--- src/rtl/ldd_pkg.sv ---
package ldd_pkg;
  typedef enum logic {
    MODE_FULL = 1'b0,
    MODE_RED  = 1'b1
  } mode_e;
endpackage

--- src/rtl/ldd_word_split.sv ---
module ldd_word_split #(
  parameter int SEG_W    = 4,
  parameter int FINE_W   = 12,
  parameter int RED_DROP = 2
) (
  input  logic [SEG_W+FINE_W-1:0] word_i,
  input  ldd_pkg::mode_e          mode_i,
  output logic [SEG_W-1:0]        seg_o,
  output logic [FINE_W-1:0]       fine_o
);
  localparam int WORD_W  = SEG_W + FINE_W;
  localparam int RFINE_W = FINE_W - RED_DROP;

  always_comb begin
    if (mode_i == ldd_pkg::MODE_RED) begin
      seg_o  = word_i[WORD_W-RED_DROP-1 -: SEG_W];
      fine_o = {{RED_DROP{1'b0}}, word_i[RFINE_W-1:0]};
    end else begin
      seg_o  = word_i[WORD_W-1 -: SEG_W];
      fine_o = word_i[FINE_W-1:0];
    end
  end
endmodule

--- src/rtl/ldd_tap_decode.sv ---
module ldd_tap_decode #(
  parameter int SEG_W = 4
) (
  input  logic [SEG_W-1:0]          seg_i,
  output logic [2**(SEG_W-1):0]     tap_a_o,
  output logic [2**(SEG_W-1)-1:0]   tap_b_o
);
  localparam int A_W = 2**(SEG_W-1) + 1;
  localparam int B_W = 2**(SEG_W-1);

  logic [SEG_W:0]   seg_p1;
  logic [SEG_W-1:0] idx_a;
  logic [SEG_W-1:0] idx_b;

  // even nodes go to A: upper node on odd k, lower on even k
  assign seg_p1 = {1'b0, seg_i} + 1'b1;
  assign idx_a  = seg_p1[SEG_W:1];
  assign idx_b  = {1'b0, seg_i[SEG_W-1:1]};

  for (genvar i = 0; i < A_W; i++) begin : g_a
    assign tap_a_o[i] = (idx_a == SEG_W'(i));
  end
  for (genvar j = 0; j < B_W; j++) begin : g_b
    assign tap_b_o[j] = (idx_b == SEG_W'(j));
  end
endmodule

--- src/rtl/ldd_fine_fold.sv ---
module ldd_fine_fold #(
  parameter int FINE_W   = 12,
  parameter int RED_DROP = 2
) (
  input  logic [FINE_W-1:0] fine_i,
  input  logic              seg_odd_i,
  input  ldd_pkg::mode_e    mode_i,
  output logic [FINE_W-1:0] fine_o
);
  localparam int RFINE_W = FINE_W - RED_DROP;

  logic [FINE_W-1:0] mask;

  assign mask   = {{RED_DROP{mode_i == ldd_pkg::MODE_FULL}}, {RFINE_W{1'b1}}};
  assign fine_o = seg_odd_i ? (fine_i ^ mask) : fine_i;
endmodule

--- src/rtl/leapfrog_dac_decoder.sv ---
module leapfrog_dac_decoder #(
  parameter int SEG_W    = 4,
  parameter int FINE_W   = 12,
  parameter int RED_DROP = 2
) (
  input  logic                        clk_i,
  input  logic                        rst_ni,
  input  logic                        load_i,
  input  logic                        reduced_i,
  input  logic [SEG_W+FINE_W-1:0]     data_i,
  output logic [2**(SEG_W-1):0]       tap_a_o,
  output logic [2**(SEG_W-1)-1:0]     tap_b_o,
  output logic [FINE_W-1:0]           fine_o
);
  import ldd_pkg::*;

  localparam int A_W = 2**(SEG_W-1) + 1;
  localparam int B_W = 2**(SEG_W-1);

  mode_e             mode;
  logic [SEG_W-1:0]  seg;
  logic [FINE_W-1:0] fine_raw;
  logic [FINE_W-1:0] fine_fold;
  logic [A_W-1:0]    tap_a_d;
  logic [B_W-1:0]    tap_b_d;

  assign mode = reduced_i ? MODE_RED : MODE_FULL;

  ldd_word_split #(.SEG_W(SEG_W), .FINE_W(FINE_W), .RED_DROP(RED_DROP)) u_split (
    .word_i (data_i),
    .mode_i (mode),
    .seg_o  (seg),
    .fine_o (fine_raw)
  );

  ldd_tap_decode #(.SEG_W(SEG_W)) u_taps (
    .seg_i   (seg),
    .tap_a_o (tap_a_d),
    .tap_b_o (tap_b_d)
  );

  ldd_fine_fold #(.FINE_W(FINE_W), .RED_DROP(RED_DROP)) u_fold (
    .fine_i    (fine_raw),
    .seg_odd_i (seg[0]),
    .mode_i    (mode),
    .fine_o    (fine_fold)
  );

  always_ff @(posedge clk_i or negedge rst_ni) begin
    if (!rst_ni) begin
      tap_a_o <= A_W'(1);
      tap_b_o <= B_W'(1);
      fine_o  <= '0;
    end else if (load_i) begin
      tap_a_o <= tap_a_d;
      tap_b_o <= tap_b_d;
      fine_o  <= fine_fold;
    end
  end

  a_r3_onehot: assert property (@(posedge clk_i) disable iff (!rst_ni)
    $onehot(tap_a_o) && $onehot(tap_b_o));

  // selected nodes are adjacent
  a_r4_adjacent: assert property (@(posedge clk_i) disable iff (!rst_ni)
    (tap_a_o == {tap_b_o, 1'b0}) || (tap_a_o == {1'b0, tap_b_o}));

  a_r7_hold: assert property (@(posedge clk_i) disable iff (!rst_ni)
    !load_i |=> $stable(tap_a_o) && $stable(tap_b_o) && $stable(fine_o));

  a_r6_red_upper_zero: assert property (@(posedge clk_i) disable iff (!rst_ni)
    (load_i && reduced_i) |=> (fine_o[FINE_W-1 -: RED_DROP] == '0));
endmodule

--- config.mk ---
export PLATFORM = sky130hd
export DESIGN_NAME = leapfrog_dac_decoder
export DESIGN_NICKNAME = d
export VERILOG_FILES = /design/src/rtl/ldd_pkg.sv /design/src/rtl/ldd_word_split.sv /design/src/rtl/ldd_tap_decode.sv /design/src/rtl/ldd_fine_fold.sv /design/src/rtl/leapfrog_dac_decoder.sv
export SDC_FILE = /design/constraint.sdc
export NUM_CORES = 1
export LEC_CHECK = 0
export ABC_AREA = 1
export BUFFER_PORTS_ARGS = -buffer_cell sky130_fd_sc_hd__buf_2
export CAP_MARGIN = 20
export CORE_ASPECT_RATIO = 0.8
export CORE_MARGIN = 4
export CORE_UTILIZATION = 44
export DETAILED_ROUTE_END_ITERATION = 12
export GPL_ROUTABILITY_DRIVEN = 0
export HOLD_SLACK_MARGIN = 0.15
export PLACE_DENSITY = 0.8
export SETUP_SLACK_MARGIN = 0.2
export SYNTH_ARGS = -nofsm -noshare
export SYNTH_HDL_FRONTEND = slang
export SYNTH_SLANG_ARGS = --single-unit
--- constraint.sdc ---
create_clock -name clk_i -period 0.8 [get_ports clk_i]
set_input_delay 0.12 -clock clk_i [delete_from_list [all_inputs] [get_ports clk_i]]
set_output_delay 0.12 -clock clk_i [all_outputs]
set_load 0.01 [all_outputs]
==> flow_metrics.py, run 1 <==
metrics = {
    "critical_path": {
        "worstPathArrival_ns": 0.93,
        "criticalPathCategory": "flop to primary output",
        "end_kind": "primary output",
        "worstSetupPathDepth": 1,
        "start_kind": "flop",
        "critPathRequiredTime_ns": 0.68,
        "r2r-start": "tap_a_o[3]",
        "slowest_delay_ns": 0.54,
        "cp_slowest_cell": "dfstp_2",
        "worstPathCellList": "buf_6",
        "critical-path-top-delay-family": "flip-flops",
        "cp_num_buf_inv": 1,
        "r2r_setup_slack_ns": -0.07,
        "crit_start": "tap_b_o[0]",
        "reg2regPathDepth": 4,
        "r2r-end": "tap_a_o[3]",
        "critPathMaxFanout": 2,
        "setup.worst_path.end": "tap_b_o[0]",
    },
    "run": {
        "max-cap-violations": 0,
    },
    "floorplan": {
        "die_area_um2": 4200,
        "coreArea_um2": 3090,
        "num_rows": 18,
        "die_w_um": 71.4,
        "io_pins": 49,
        "start_util_pct": 45.9,
        "fp.dieH_um": 58.7,
    },
    "drt": {
        "routed_wl_um": 5110,
        "postRouteAntennaNets": 0,
        "vias": 1556,
        "route.detailed.drc": 0,
        "firstDrtPassIters": 4,
        "drt_iter0_drc": 103,
        "detail_route.wl_per_cell_um": 17.4,
        "viasPerCell": 5.31,
    },
    "yosys": {
        "syn_avg_cell_area_um2": 8.74,
        "ys_ff_latch": 29,
        "synth_fp_nets": 183,
        "synth_sequential_area_ratio_pct": 51.4,
        "synth_area_um2": 1420,
        "yosys_warnings": 0,
        "synth_cells": 162,
        "post_synth_num_cell_types": 22,
    },
    "sta": {
        "slew_headroom_pct": 84.8,
        "finalHoldViolCount": 0,
        "tightest_slew_ns": 0.227,
        "rsz0062_at_grt": "yes",
        "fin_crit_sh_pct": 131,
        "period_needed_ns": 1.05,
        "finalSetupTns_ns": -6.28,
        "layout_setup_ws_ns": -0.250,
        "setup_viol": 49,
        "fmax_ghz": 0.952,
        "final-max-slew-violation-count": 0,
        "skew_ns": 0,
    },
    "clock_network": {
        "cts_tree": "yes",
        "holdBufCountCts": 1,
        "cts_buffers": 5,
        "clockBufferDepth": 2,
        "clk_pin_slew_worst_paths_ns": 0.06,
        "cts.sinks": 29,
        "clock-root-buffer": "clkbuf_8",
        "clk_latency_ns": 0.28,
        "htree_levels": 2,
    },
    "finish": {
        "final_cell_mix": "buf_2 (43), nand2_1 (40), dfrtp_1 (27)",
        "fin_nets": 273,
        "fin_cells": 293,
        "fillers": 158,
        "final_common_cell": "buf_2",
        "antenna_cells": 0,
        "drive_gt1_share_pct": 61.7,
        "areaGrowthSynthToFinish_pct": 85.0,
    },
    "grt": {
        "grt_pass1_wl_um": 6760,
        "antenna_found_initial": 0,
        "track_usage_pct": 21.2,
        "grt_max_degree": 41,
        "grt_overflow": 0,
        "first_global_vias": 1398,
    },
    "placement": {
        "portBuffers": 48,
        "dpl.cell_count": 263,
        "dp_hpwl_um": 2500,
    },
    "power": {
        "pwr-share-seq_pct": 36.1,
        "p_sw_mw": 1.40,
        "peakVddDrop_mv": 2.31,
        "netSwitchingFraction_pct": 29.6,
        "p_per_area_nw_per_um2": 1800,
        "clockPowerShare_pct": 33.8,
        "p_leak_nw": 1.34,
        "p_int_mw": 3.31,
        "combPwrFrac_pct": 30.1,
    },
    "run_status": {
        "violations": "setup timing",
        "status": "finished with violations",
    },
    "hold_path": {
        "hp-class": "input pin to flop",
    },
}
[flip-flops by register name, indices dropped and copies added (netlist names)]
signal,flops
tap_a_o,9
tap_b_o,8
fine_o,12
[cell type report]
| cell class | count | area, um^2 | area share, % |
|---|---|---|---|
| clock buffer | 7 | 86.3 | 3.30 |
| clock inverter | 1 | 30.0 | 1.15 |
| inverter | 7 | 47.5 | 1.81 |
| multi-input combinational | 121 | 977 | 37.3 |
| sequential | 29 | 728 | 27.8 |
| tap | 40 | 50.0 | 1.91 |
| timing repair buffer | 88 | 701 | 26.7 |
[repair_timing]
| action | in CTS | in global routing |
|---|---|---|
| endpoints found under the hold margin | 38 | 6 |
| setup endpoints to repair | 57 | 58 |
| setup buffers | 6 | 14 |
| resized for setup | 53 | 42 |
| gates cloned | 1 | 0 |
| pin swaps | 15 | 20 |
[worst min path at each step]
stage	start	endpoint	slack, ns	depth (start not counted)
2_1_floorplan	rst_ni	fine_o[0]	-0.18	0
3_3_place_gp	rst_ni	tap_a_o[8]	0.08	2
3_5_place_dp	rst_ni	tap_a_o[8]	0.08	2
4_1_cts	data_i[0]	fine_o[0]	0.13	3
5_1_grt	data_i[8]	fine_o[8]	0.13	3
6_report	data_i[8]	fine_o[8]	0.13	3
[logic make-up after synthesis]
family          Yosys count  share of synthesized area [%]
simple gates             87                           28.7
flops                    29                           51.4
compound gates           22                           8.22
buf+inv                  12                           3.97
xor+xnor                 11                           6.80
fa+ha+maj                 1                          0.883
[stage by stage]
step	hold slack (ns)	instance area (um^2)	util, %	setup slack (ns)	power (mW)
floorplan	-0.176	1480	-	-0.376	2.19
CTS	0.125	2310	74.8	-0.241	4.38
global placement	0.0799	1890	61.2	-0.529	2.56
finish	0.127	2620	84.9	-0.250	4.71
detailed placement	0.0787	1890	61.2	-0.570	2.59
global route	0.129	2620	84.9	-0.287	4.90
[power by group through the flow]
stage	Clock (mW)	Combinational (mW)	Sequential [mW]
2_1_floorplan	0	0.403	1.78
3_3_place_gp	0	0.854	1.71
3_5_place_dp	0	0.874	1.71
4_1_cts	1.58	1.12	1.69
5_1_grt	1.68	1.51	1.71
6_report	1.59	1.42	1.70
[per-layer routing]
layer	global-route usage, %	up-vias	part of all wire, %
li1	-	704	-
met1	27.4	740	37
met2	34.4	91	50
met3	6.83	21	8.4
met4	6.43	0	4.1
met5	0	-	0
[cell usage after synthesis]
| cell | n | area share [%] |
|---|---|---|
| o21ai_1 | 4 | 1.4 |
| nand2_4 | 4 | 3.2 |
| clkbuf_1 | 4 | 1.1 |
| inv_2 | 1 | 0.26 |
| inv_1 | 6 | 1.6 |
| nor2_1 | 5 | 1.3 |
| buf_8 | 1 | 1.1 |
| nand4_1 | 2 | 0.88 |
| nand3_4 | 1 | 1.2 |
| dfstp_2 | 2 | 3.7 |
| dfrtp_1 | 27 | 48 |
| nand2_2 | 4 | 1.8 |
| a21oi_1 | 1 | 0.35 |
| nand3_1 | 9 | 3.2 |
| ha_1 | 1 | 0.88 |
| o31ai_1 | 1 | 0.53 |
| o21ai_0 | 15 | 5.3 |
| xnor2_1 | 11 | 6.8 |
| a21oi_2 | 1 | 0.62 |
| nand3b_1 | 1 | 0.53 |
| nand2_1 | 60 | 16 |
| nand3_2 | 1 | 0.71 |
Power figures use the tool's default switching activity.
==> run 2: changes to the inputs <==
--- a/config.mk
+++ b/config.mk
@@ -10,11 +10,11 @@
 export CAP_MARGIN = 20
 export CORE_ASPECT_RATIO = 0.8
 export CORE_MARGIN = 4
-export CORE_UTILIZATION = 44
+export CORE_UTILIZATION = 49
 export DETAILED_ROUTE_END_ITERATION = 12
 export GPL_ROUTABILITY_DRIVEN = 0
 export HOLD_SLACK_MARGIN = 0.15
-export PLACE_DENSITY = 0.8
+export PLACE_DENSITY = 0.84
 export SETUP_SLACK_MARGIN = 0.2
 export SYNTH_ARGS = -nofsm -noshare
 export SYNTH_HDL_FRONTEND = slang
==> constraint.sdc (replaced) <==
create_clock -name clk_i -period 1.1 [get_ports clk_i]
set_input_delay 0.165 -clock clk_i [delete_from_list [all_inputs] [get_ports clk_i]]
set_output_delay 0.165 -clock clk_i [all_outputs]
set_load 0.01 [all_outputs]
==> run 2 against run 1 <==
The flow still finishes with violations (setup timing). Sequential power down 28%. Clock skew unchanged. Sequential share of layout area up 5.5 points. Routed wire length down 26%. Final area down 16%. Combinational power down 46%. Worst setup slack better by 0.21 ns.
==> flow_metrics.py, run 2 (same netlist as run 1, synthesis figures left out) <==
metrics = {
    "power": {
        "p_sw_mw": 0.798,
        "pwr-share-seq_pct": 46.6,
        "netSwitchingFraction_pct": 30.2,
        "p_int_mw": 1.84,
        "combPwrFrac_pct": 29.0,
        "peakVddDrop_mv": 0.811,
        "clockPowerShare_pct": 24.5,
        "total_power_mw": 2.64,
        "p_per_area_nw_per_um2": 1210,
        "p_leak_nw": 1.15,
    },
    "finish": {
        "top_regs": "fine_o (12), tap_a_o (9), tap_b_o (8)",
        "final_core_util_pct": 79.2,
        "top_register": "fine_o",
        "fillers": 181,
        "antenna_cells": 0,
        "fin_nets": 267,
        "fin_cells": 284,
        "largest_reg_flops": 12,
        "fin_area_um2": 2190,
        "drive_gt1_share_pct": 45.1,
        "final_cell_mix": "nand2_1 (54), buf_2 (40), dfrtp_1 (27)",
        "final_common_cell": "nand2_1",
        "areaGrowthSynthToFinish_pct": 54.6,
    },
    "drt": {
        "drt_iter0_drc": 97,
        "firstDrtPassIters": 4,
        "detail_route.wl_per_cell_um": 13.2,
        "vias": 1385,
        "route.detailed.drc": 0,
        "postRouteAntennaNets": 0,
        "viasPerCell": 4.88,
        "routed_wl_um": 3760,
    },
    "floorplan": {
        "io_pins": 49,
        "num_rows": 17,
        "coreArea_um2": 2770,
        "start_util_pct": 51.2,
        "fp.dieH_um": 56.1,
        "die_area_um2": 3820,
        "die_w_um": 68.1,
    },
    "hold_path": {
        "holdPathEnd": "fine_o[0]",
        "hold_start": "data_i[0]",
        "hp-class": "input pin to flop",
        "min_path_cells": 3,
    },
    "sta": {
        "period_needed_ns": 1.14,
        "finalHoldViolCount": 0,
        "tightest_slew_ns": 0.356,
        "skew_ns": 0,
        "rsz0062_at_grt": "yes",
        "hold_ws_ns": 0.158,
        "setup_viol": 2,
        "slew_headroom_pct": 76.3,
        "layout_setup_ws_ns": -0.0356,
        "fin_crit_sh_pct": 103,
        "finalSetupTns_ns": -0.0680,
        "fmax_ghz": 0.881,
        "final-max-slew-violation-count": 0,
    },
    "clock_network": {
        "htree_levels": 2,
        "cts_buffers": 5,
        "cts.sinks": 29,
        "clk_pin_slew_worst_paths_ns": 0.09,
        "clock-root-buffer": "clkbuf_4",
        "clockBufferDepth": 2,
        "cts_tree": "yes",
        "clk_latency_ns": 0.31,
    },
    "critical_path": {
        "end_kind": "primary output",
        "critical-path-top-delay-family": "flip-flops",
        "criticalPathCategory": "flop to primary output",
        "reg2regPathDepth": 4,
        "r2r-end": "tap_a_o[5]",
        "worstPathArrival_ns": 0.97,
        "critPathMaxFanout": 2,
        "start_kind": "flop",
        "r2r_setup_slack_ns": 0.26,
        "r2r-start": "tap_a_o[5]",
        "slowest_delay_ns": 0.55,
        "cp_slowest_cell": "dfstp_2",
        "worstPathCellList": "buf_6",
        "critPathRequiredTime_ns": 0.94,
        "crit_start": "tap_a_o[0]",
        "cp_num_buf_inv": 1,
    },
    "placement": {
        "portBuffers": 48,
        "post-place-ws_ns": -0.311,
        "postPlaceCellArea_um2": 1850,
        "dpl.cell_count": 260,
        "dp_hpwl_um": 2550,
    },
    "run_status": {
        "violations": "setup timing",
        "status": "finished with violations",
    },
    "grt": {
        "grt_max_degree": 41,
        "grt_overflow": 0,
        "antenna_found_initial": 0,
        "track_usage_pct": 20.9,
        "first_global_vias": 1312,
        "grt_pass1_wl_um": 5990,
    },
    "run": {
        "max-cap-violations": 0,
    },
}
-- run 2: how the worst max path moves through the flow --
stage | to | cells after the start
after floorplan | tap_a_o[2] | 10
after global placement | tap_a_o[6] | 9
after detailed placement | tap_a_o[6] | 9
after CTS | tap_a_o[0] | 1
after global routing | tap_a_o[0] | 1
final | tap_a_o[0] | 1
-- run 2: routing by layer --
metal / vias to the layer above / share of wire (%) / GRT usage (%)
met3: 6 / 6.9 / 4.44
li1: 686 / - / -
met1: 642 / 41 / 26.2
met4: 0 / 1.5 / 7.37
met5: - / 0 / 0
met2: 51 / 50 / 34.9
-- run 2: timing repair --
| item | 4_1_cts | 5_1_grt |
|---|---|---|
| pin swaps | 7 | 6 |
| hold endpoints to repair | 34 | 0 |
| resized for setup | 16 | 19 |
| buffers inserted | 7 | 4 |
| setup endpoints to repair | 51 | 46 |
| hold buffers | 6 | 0 |
-- run 2: area by class of cell --
class                      count  area, um^2  share of cell area [%]
multi-input combinational    121         731                    33.4
sequential                    29         728                    33.3
timing repair buffer          82         586                    26.7
clock buffer                   7        55.1                    2.51
tap                           38        47.5                    2.17
inverter                       7        42.5                    1.94
-- run 2: worst register-to-register path, cell delays in order (launching register included) --
cell	delay, ns
dfrtp_1	0.39
buf_4	0.13
buf_4	0.12
nand2_1	0.05
nand2_1	0.05
-- run 2: power by group through the flow --
stage	clock network, mW	registers, mW	logic, mW
after floorplan	0	1.30	0.275
after detailed placement	0	1.24	0.613
final	0.647	1.23	0.765
after global placement	0	1.24	0.593
after CTS	0.657	1.23	0.697
after global routing	0.698	1.24	0.840
